[src/rtl/bitrst_pkg.sv]
package bitrst_pkg;

  // Byte offsets of the two words in the domain window
  localparam int unsigned REQ_WORD_OFF  = 0;
  localparam int unsigned STAT_WORD_OFF = 4;

  // Width of a counter that holds values 0..settle
  function automatic int unsigned settle_cnt_w(input int unsigned settle);
    return (settle < 1) ? 1 : $clog2(settle + 1);
  endfunction

  // Request word after a write: positions outside the mask never store data
  function automatic logic [31:0] masked_word(input logic [31:0] mask,
                                              input logic [31:0] data);
    return data & mask;
  endfunction

  // True when bit idx of the mask is an implemented position
  function automatic bit lane_present(input logic [31:0] mask, input int idx);
    return mask[idx];
  endfunction

endpackage

[src/rtl/bitrst_regif.sv]
module bitrst_regif
  import bitrst_pkg::*;
#(
  parameter int unsigned NUM_BITS   = 32,
  parameter int unsigned ADDR_W     = 4,
  parameter logic [31:0] VALID_MASK = 32'h0FFF_FFF8
) (
  input  logic                clk,
  input  logic                rst_n,
  input  logic                bus_sel,
  input  logic                bus_wr,
  input  logic [ADDR_W-1:0]   bus_addr,
  input  logic [NUM_BITS-1:0] bus_wdata,
  input  logic [NUM_BITS-1:0] stat_word,
  output logic [NUM_BITS-1:0] req_word,
  output logic [NUM_BITS-1:0] req_toggle,
  output logic [NUM_BITS-1:0] bus_rdata
);

  localparam logic [NUM_BITS-1:0] LANE_MASK = VALID_MASK[NUM_BITS-1:0];
  localparam logic [ADDR_W-1:0]   REQ_ADR   = ADDR_W'(REQ_WORD_OFF);
  localparam logic [ADDR_W-1:0]   STAT_ADR  = ADDR_W'(STAT_WORD_OFF);

  logic                req_wr_hit;
  logic [NUM_BITS-1:0] req_next;

  assign req_wr_hit = bus_sel && bus_wr && (bus_addr == REQ_ADR);
  assign req_next   = req_wr_hit ? (bus_wdata & LANE_MASK) : req_word;
  assign req_toggle = req_next ^ req_word;

  always_ff @(posedge clk or negedge rst_n) begin
    if (!rst_n) req_word <= '0;
    else        req_word <= req_next;
  end

  always_comb begin
    bus_rdata = '0;
    if (bus_sel && !bus_wr) begin
      if (bus_addr == REQ_ADR)       bus_rdata = req_word;
      else if (bus_addr == STAT_ADR) bus_rdata = stat_word & LANE_MASK;
    end
  end

endmodule

[src/rtl/bitrst_lane.sv]
module bitrst_lane
  import bitrst_pkg::*;
#(
  parameter int unsigned SETTLE_CYCLES = 12
) (
  input  logic clk,
  input  logic rst_n,
  input  logic req_bit,
  input  logic toggle,
  output logic stat_bit,
  output logic settle_done
);

  localparam int unsigned CW = settle_cnt_w(SETTLE_CYCLES);
  localparam logic [CW-1:0] LOAD = CW'(SETTLE_CYCLES);
  localparam logic [CW-1:0] LAST = CW'(1);

  logic [CW-1:0] cnt;

  // A toggle on the final edge wins: the count reloads and the status holds
  assign settle_done = (cnt == LAST) && !toggle;

  always_ff @(posedge clk or negedge rst_n) begin
    if (!rst_n) begin
      cnt      <= '0;
      stat_bit <= 1'b0;
    end else begin
      if (toggle)          cnt <= LOAD;
      else if (cnt != '0)  cnt <= cnt - LAST;
      if (settle_done)     stat_bit <= req_bit;
    end
  end

endmodule

[src/rtl/bitrst_ctrl.sv]
module bitrst_ctrl
  import bitrst_pkg::*;
#(
  parameter int unsigned NUM_BITS      = 32,
  parameter int unsigned ADDR_W        = 4,
  parameter logic [31:0] VALID_MASK    = 32'h0FFF_FFF8,
  parameter int unsigned SETTLE_CYCLES = 12
) (
  input  logic                clk,
  input  logic                rst_n,
  input  logic                bus_sel,
  input  logic                bus_wr,
  input  logic [ADDR_W-1:0]   bus_addr,
  input  logic [NUM_BITS-1:0] bus_wdata,
  output logic [NUM_BITS-1:0] bus_rdata,
  output logic [NUM_BITS-1:0] periph_rst_n
);

  logic [NUM_BITS-1:0] req_word;
  logic [NUM_BITS-1:0] lane_toggle;
  logic [NUM_BITS-1:0] lane_done;
  logic [NUM_BITS-1:0] stat_word;

  bitrst_regif #(
    .NUM_BITS  (NUM_BITS),
    .ADDR_W    (ADDR_W),
    .VALID_MASK(VALID_MASK)
  ) u_regif (
    .clk       (clk),
    .rst_n     (rst_n),
    .bus_sel   (bus_sel),
    .bus_wr    (bus_wr),
    .bus_addr  (bus_addr),
    .bus_wdata (bus_wdata),
    .stat_word (stat_word),
    .req_word  (req_word),
    .req_toggle(lane_toggle),
    .bus_rdata (bus_rdata)
  );

  for (genvar gi = 0; gi < NUM_BITS; gi++) begin : g_lane
    if (lane_present(VALID_MASK, gi)) begin : g_on
      bitrst_lane #(
        .SETTLE_CYCLES(SETTLE_CYCLES)
      ) u_lane (
        .clk        (clk),
        .rst_n      (rst_n),
        .req_bit    (req_word[gi]),
        .toggle     (lane_toggle[gi]),
        .stat_bit   (stat_word[gi]),
        .settle_done(lane_done[gi])
      );
    end else begin : g_off
      assign stat_word[gi] = 1'b0;
      assign lane_done[gi] = 1'b0;
    end
  end

  assign periph_rst_n = req_word;

endmodule

[config.mk]
export PLATFORM = sky130hd
export DESIGN_NAME = bitrst_ctrl
export DESIGN_NICKNAME = d
export VERILOG_FILES = /design/src/rtl/bitrst_pkg.sv /design/src/rtl/bitrst_regif.sv /design/src/rtl/bitrst_lane.sv /design/src/rtl/bitrst_ctrl.sv
export SDC_FILE = /design/constraint.sdc
export NUM_CORES = 1
export LEC_CHECK = 0
export BUFFER_PORTS_ARGS = -buffer_cell sky130_fd_sc_hd__buf_2
export CORE_ASPECT_RATIO = 0.75
export CORE_MARGIN = 2
export CORE_UTILIZATION = 45
export DETAILED_ROUTE_END_ITERATION = 10
export PLACE_DENSITY_LB_ADDON = 0.3
export SETUP_SLACK_MARGIN = 0.3
export SLEW_MARGIN = 40
export SYNTH_ARGS = -nofsm -noshare
export SYNTH_HDL_FRONTEND = slang
export SYNTH_SLANG_ARGS = --single-unit
[constraint.sdc]
create_clock -name clk -period 2.2 [get_ports clk]
set_input_delay 0.33 -clock clk [delete_from_list [all_inputs] [get_ports clk]]
set_output_delay 0.33 -clock clk [all_outputs]
set_load 0.02 [all_outputs]
==> results of run 1 <==
-- cells in the mapped netlist, types with 2 or more instances --
cell type  count
dfrtp_1      153
ha_1          75
inv_1         52
xnor2_1       50
mux2_2        48
buf_4         39
nor2b_1       29
a21oi_1       27
nor2_1        27
and3_1        26
a221o_1       25
a221oi_1      25
a22oi_1       25
nor3_1        25
nor3b_1       25
or3_1         25
xor2_1        25
o22a_1        23
o32a_1        23
or3b_2        23
o2bb2ai_1     22
clkbuf_1      15
buf_2          7
buf_6          3
nand3_1        3
o21ai_0        3
a211oi_1       2
a31oi_1        2
o31ai_1        2
or4b_2         2
-- logic make-up after synthesis --
kind of cell | share of synthesized area [%]
other cells | 0.0405
compound gates | 15.9
mux | 5.83
fa+ha+maj | 10.1
buf+inv | 6.65
flops | 41.3
xor+xnor | 7.09
simple gates | 13.1
-- per-stage QoR --
| step | std cells | setup WS [ns] |
|---|---|---|
| after floorplan | 847 | 0.330 |
| after CTS | 1186 | 0.300 |
| after detailed placement | 1153 | 0.173 |
| after global routing | 1190 | 0.276 |
| final | 1190 | 0.347 |
| after global placement | 1153 | 0.178 |
-- worst max-delay path: stages --
cell and delay [ns]:
buf_4 0.13, nor4_4 0.33, buf_4 0.29, a22oi_1 0.13, nor2_2 0.12, buf_2 0.18
-- report_power, final --
part           internal (mW)  switching (mW)  total [mW]
Clock                   1.67            1.22        2.90
Combinational           2.86            2.67        5.53
Sequential              4.07            1.05        5.13
Total                   8.60            4.95        13.6
-- per-layer routing --
layer  GRT usage, %  wire (um)
met2           28.0       8780
met4           5.08        230
met5              0          0
met1           26.9      10100
met3           3.46        579
-- what timing repair did --
| item | CTS | global route |
|---|---|---|
| buffers inserted | 0 | 2 |
| endpoints found under the hold margin | 47 | 0 |
| pin swaps | 0 | 2 |
| hold buffers | 1 | 0 |
| endpoints found under the setup margin | 23 | 18 |
| cloned | 0 | 2 |
| gates resized for setup | 2 | 5 |
-- registers in the layout, indices dropped and copies added, names as in the netlist --
register	count
g_lane.g_on.u_lane.cnt	100
u_regif.req_word	28
g_lane.g_on.u_lane.stat_bit	25
-- area by class of cell --
class / instances / area share, %
Clock buffer: 18 / 4.03
Sequential cell: 153 / 35.9
Clock inverter: 14 / 1.42
Tap cell: 258 / 3.03
Inverter: 52 / 1.83
Timing Repair Buffer: 118 / 7.41
Multi-Input combinational cell: 577 / 46.4
-- worst max path at each step --
stage,from,end,slack [ns],depth (start not counted)
floorplan,bus_addr[3],bus_rdata[3],0.33,5
global placement,bus_addr[3],u_regif.req_word[13],0.18,5
detailed placement,bus_addr[3],u_regif.req_word[11],0.17,5
CTS,bus_addr[3],bus_rdata[9],0.30,6
global route,bus_addr[0],bus_rdata[27],0.28,7
finish,bus_addr[0],bus_rdata[9],0.35,6
==> impl_metrics.yaml, run 1 <==
worst_setup_path:
  reg2reg_from: "g_lane[23].g_on.u_lane.cnt[1]"
  r2r-end: "g_lane[23].g_on.u_lane.stat_bit"
  start_kind: "input pin"
  cp.required_ns: 1.87
  rrSetupSlack_ns: 0.46
  arrival_ns: 1.52
  ff2ff_path_depth: 5
  critical_path_class: "in2out"
  cp-end-kind: "primary output"
  cp_max_fo: 18
die:
  num_io_pins: 104
  die_area_mm2: 0.0218
  row_count: 45
  die_x_um: 170
  start_util_pct: 45.9
  die_h_um: 128
  core-area_mm2: 0.0202
layout:
  drive_above_1_share_pct: 26.9
  fill_cells: 1787
  nNetsFinal: 1034
  regArea_mm2: 0.00383
  multi_input_area_mm2: 0.00494
  antenna_cells: 0
  syn2layout_area_growth_pct: 15.0
  finalInstanceArea_mm2: 0.0107
  most-common-layout-cells: "153 x dfrtp_1, 86 x buf_2, 75 x ha_1"
  finalCoreUtilization_pct: 52.7
  layout_commonest_cell: "dfrtp_1"
global_routing:
  grt_use_total_pct: 18.4
  overflow: 0
  antenna_found_initial: 0
  grt_max_degree: 51
  grt_pass1_vias: 6304
  grt_pass1_wl_um: 32000
drt:
  via_per_inst: 5.54
  remaining_drc_errors: 0
  ant_nets: 0
  wire_per_inst_um: 16.6
  dr.first_iter.drc_count: 392
  wl_um: 19700
  firstDrtPassIters: 4
  vias: 6589
yosys:
  async_reset_ff_share_pct: 100
  yosysTopAreaCellShare_pct: 41.3
  synth_area_per_cell_um2: 11.0
  seq_area_frac_synth_pct: 41.3
  synthTopCellsByArea: "dfrtp_1 41%, ha_1 10%, mux2_2 5.8%"
  synth-edff-count: 0
  syn_inst: 840
  ys_ff_latch: 153
  yosysWarnings: 0
  syn_area_mm2: 0.00927
  yosysUniqueCellTypes: 39
  yosys_most_used_dff: "dfrtp_1"
  yosys.area.top_type: "dfrtp_1"
power_and_ir_drop:
  power_mw: 13.6
  p_leak_nw: 4.87
  p_per_area_mw_per_mm2: 1270
  vdd_drop_max_mv: 0.427
clock_tree:
  cts_buffers: 17
  clk-insertion-delay-late_ns: 0.42
  htreeDepth: 4
  clock_sinks: 153
  root_buffer: "clkbuf_16"
  cts_tree: "built"
  clk_pin_slew_ns: 0.06
  cts.path.max_buffers: 2
timing:
  fin_tns_setup_ns: 0
  setup_viol: 0
  period_needed_ns: 1.85
  rsz0062_at_grt: "false"
  fin_skew_ns: 0.00727
  hold_viol: 0
  timing.final.crit_share_pct: 84.2
  relSlewSlack_pct: 58.4
  drv_slew: 0
  fin_hold_ws_ns: 0.160
  fmax_mhz: 540
  tightest_slew_ns: 0.623
hold_path:
  worstHoldStart: "bus_wdata[26]"
  hold_depth: 3
  whs_endpoint: "g_lane[26].g_on.u_lane.stat_bit"
  hp-class: "in2reg"
placement:
  dpl.hpwl_um: 13100
  place_congestion: 0.764
  io_buffers: 88
  post_dp_cell_area_mm2: 0.0100
status:
  status: "finished clean"
flow_run:
  maxCapViolCount: 0
Power figures use the tool's default switching activity.
==> run 2, diff against run 1 <==
==> constraint.sdc (replaced) <==
create_clock -name clk -period 1.85 [get_ports clk]
set_input_delay 0.2775 -clock clk [delete_from_list [all_inputs] [get_ports clk]]
set_output_delay 0.2775 -clock clk [all_outputs]
set_load 0.02 [all_outputs]
==> run 2 against run 1 <==
Compared with the run above:
- sequential share of layout area down 4.2 points
- clock-buffer cell count decreased by 1
- sequential power rose by 27%
- die area unchanged
- clock power up 24%
- via count rose by 6.8%
- wire length rose by 13%
- worst setup slack worse by 0.32 ns
- cell count up 5.6%
- largest power group unchanged
==> impl_metrics.yaml, run 2 (same netlist as run 1, synthesis figures left out) <==
worst_setup_path:
  slowest_delay_ns: 0.27
  cp_max_fo: 7
  critical_path_class: "in2out"
  crit_chain: "buf_8 > buf_6 > nor4b_4 > buf_6 > buf_6 > buf_12 > a22oi_2 > nor2_2 > buf_6"
  crit_family: "buffers and inverters"
  arrival_ns: 1.55
  worst-path-buf-inv: 6
  start_kind: "input pin"
  worst_path_most_repeated_cell: "buf_6"
  cp_num_cells: 9
  cp_slowest_cell: "nor4b_4"
  cp-end-kind: "primary output"
  cp.required_ns: 1.57
  ff2ff_path_depth: 5
global_routing:
  antenna_found_initial: 1
  grt_pass1_wl_um: 35400
  grt_pass1_vias: 6753
  grt_max_degree: 41
  overflow: 0
  grt_use_total_pct: 20.5
die:
  die_x_um: 170
  die_h_um: 128
  die_area_mm2: 0.0218
  row_count: 45
  core-area_mm2: 0.0202
  num_io_pins: 104
  start_util_pct: 45.9
layout:
  drive_above_1_share_pct: 40.5
  multi_input_area_mm2: 0.00553
  fill_cells: 1606
  regArea_mm2: 0.00383
  nNetsFinal: 1100
  largest_register: "g_lane.g_on.u_lane.cnt"
  layout_commonest_cell: "dfrtp_1"
  largest_register_ffs: 100
  largestRegisters: "g_lane.g_on.u_lane.cnt (100), u_regif.req_word (28), g_lane.g_on.u_lane.stat_bit (25)"
  most-common-layout-cells: "152 x dfrtp_1, 74 x buf_4, 60 x ha_1"
  syn2layout_area_growth_pct: 30.2
  finalCoreUtilization_pct: 59.7
clock_tree:
  root_buffer: "clkbuf_16"
  htreeDepth: 4
  clk_pin_slew_ns: 0.07
  clk-insertion-delay-late_ns: 0.42
  cts_buffers: 17
  cts_tree: "built"
  cts.path.max_buffers: 2
  clock_sinks: 153
timing:
  timing.final.crit_share_pct: 98.7
  rsz0062_at_grt: "true"
  fin_hold_ws_ns: 0.115
  fin_skew_ns: 0.0116
  fmax_mhz: 548
  period_needed_ns: 1.83
  fin_ws_ns: 0.0237
  fin_tns_setup_ns: 0
  drv_slew: 0
  setup_viol: 0
  hold_viol: 0
drt:
  wl_um: 22200
  ant_nets: 0
  wire_per_inst_um: 17.7
  via_per_inst: 5.60
  vias: 7039
  remaining_drc_errors: 0
  dr.first_iter.drc_count: 408
  firstDrtPassIters: 4
status:
  status: "finished clean"
hold_path:
  hp-class: "in2reg"
  hold_depth: 3
placement:
  dpl.hpwl_um: 13600
  place_congestion: 0.803
  io_buffers: 88
  place_ws_ns: -0.0378
power_and_ir_drop:
  power_mw: 18.2
  p_leak_nw: 5.39
  p_per_area_mw_per_mm2: 1500
  vdd_drop_max_mv: 0.686
flow_run:
  maxCapViolCount: 0
## run 2: changes by cell type in the layout (fill, tap and decap cells not counted), sizes merged
cell      previous run  this run
inv                 53        55
bufinv               2         3
clkinv               6         5
buf                116       183
clkbuf              19        17
diode                0         1
clkinvlp             5         4
## run 2: timing repair
item,CTS,global route
gates cloned,3,0
buffers inserted,22,23
endpoints found under the hold margin,35,0
setup endpoints to repair,70,68
hold buffers,1,0
resized for setup,130,96
pin swaps,16,34
## run 2: power by group
part           total, mW  switching (mW)  internal [mW]
sequential          6.51            1.67           4.84
combinational       8.03            3.57           4.46
clock               3.61            1.49           2.13
## run 2: metal layers
| layer | track usage [%] | vias to the layer above | wire length (um) |
|---|---|---|---|
| met5 | 0 | - | 0 |
| met4 | 6.08 | 0 | 339 |
| met3 | 4.51 | 23 | 747 |
| met2 | 31.2 | 130 | 10300 |
| met1 | 29.3 | 3537 | 10800 |
| li1 | - | 3349 | - |
## run 2: path summary, 6_finish.rpt
path / start / end / slack [ns]
max: bus_addr[3] / bus_rdata[15] / 0.02
min: bus_wdata[27] / g_lane[27].g_on.u_lane.stat_bit / 0.12
max reg2reg: g_lane[6].g_on.u_lane.cnt[1] / g_lane[6].g_on.u_lane.stat_bit / 0.27
min reg2reg: u_regif.req_word[0] / u_regif.req_word[0] / 0.54
max in group asynchronous: rst_n / g_lane[12].g_on.u_lane.cnt[1] / 0.90
min in group asynchronous: rst_n / g_lane[26].g_on.u_lane.cnt[3] / 0.36
## run 2: cell type report
type | count | area share [%]
clock inverter | 15 | 1.45
antenna | 1 | 0.0207
clock buffer | 17 | 3.52
sequential | 153 | 31.7
timing repair buffer | 184 | 13.2
tap | 258 | 2.67
multi-input combinational | 577 | 45.8
inverter | 52 | 1.62
## run 2: tightest hold or removal path: cells and delay by family
kind | cells | cell delay, ns
buffers and inverters | 2 | 0.16
AO/OA/AOI/OAI | 1 | 0.05
## run 2: stage by stage
step,area [um2],instances
after floorplan,9410,847
after global placement,10200,1175
after detailed placement,10200,1175
after CTS,11400,1233
after global routing,12100,1256
final,12100,1257
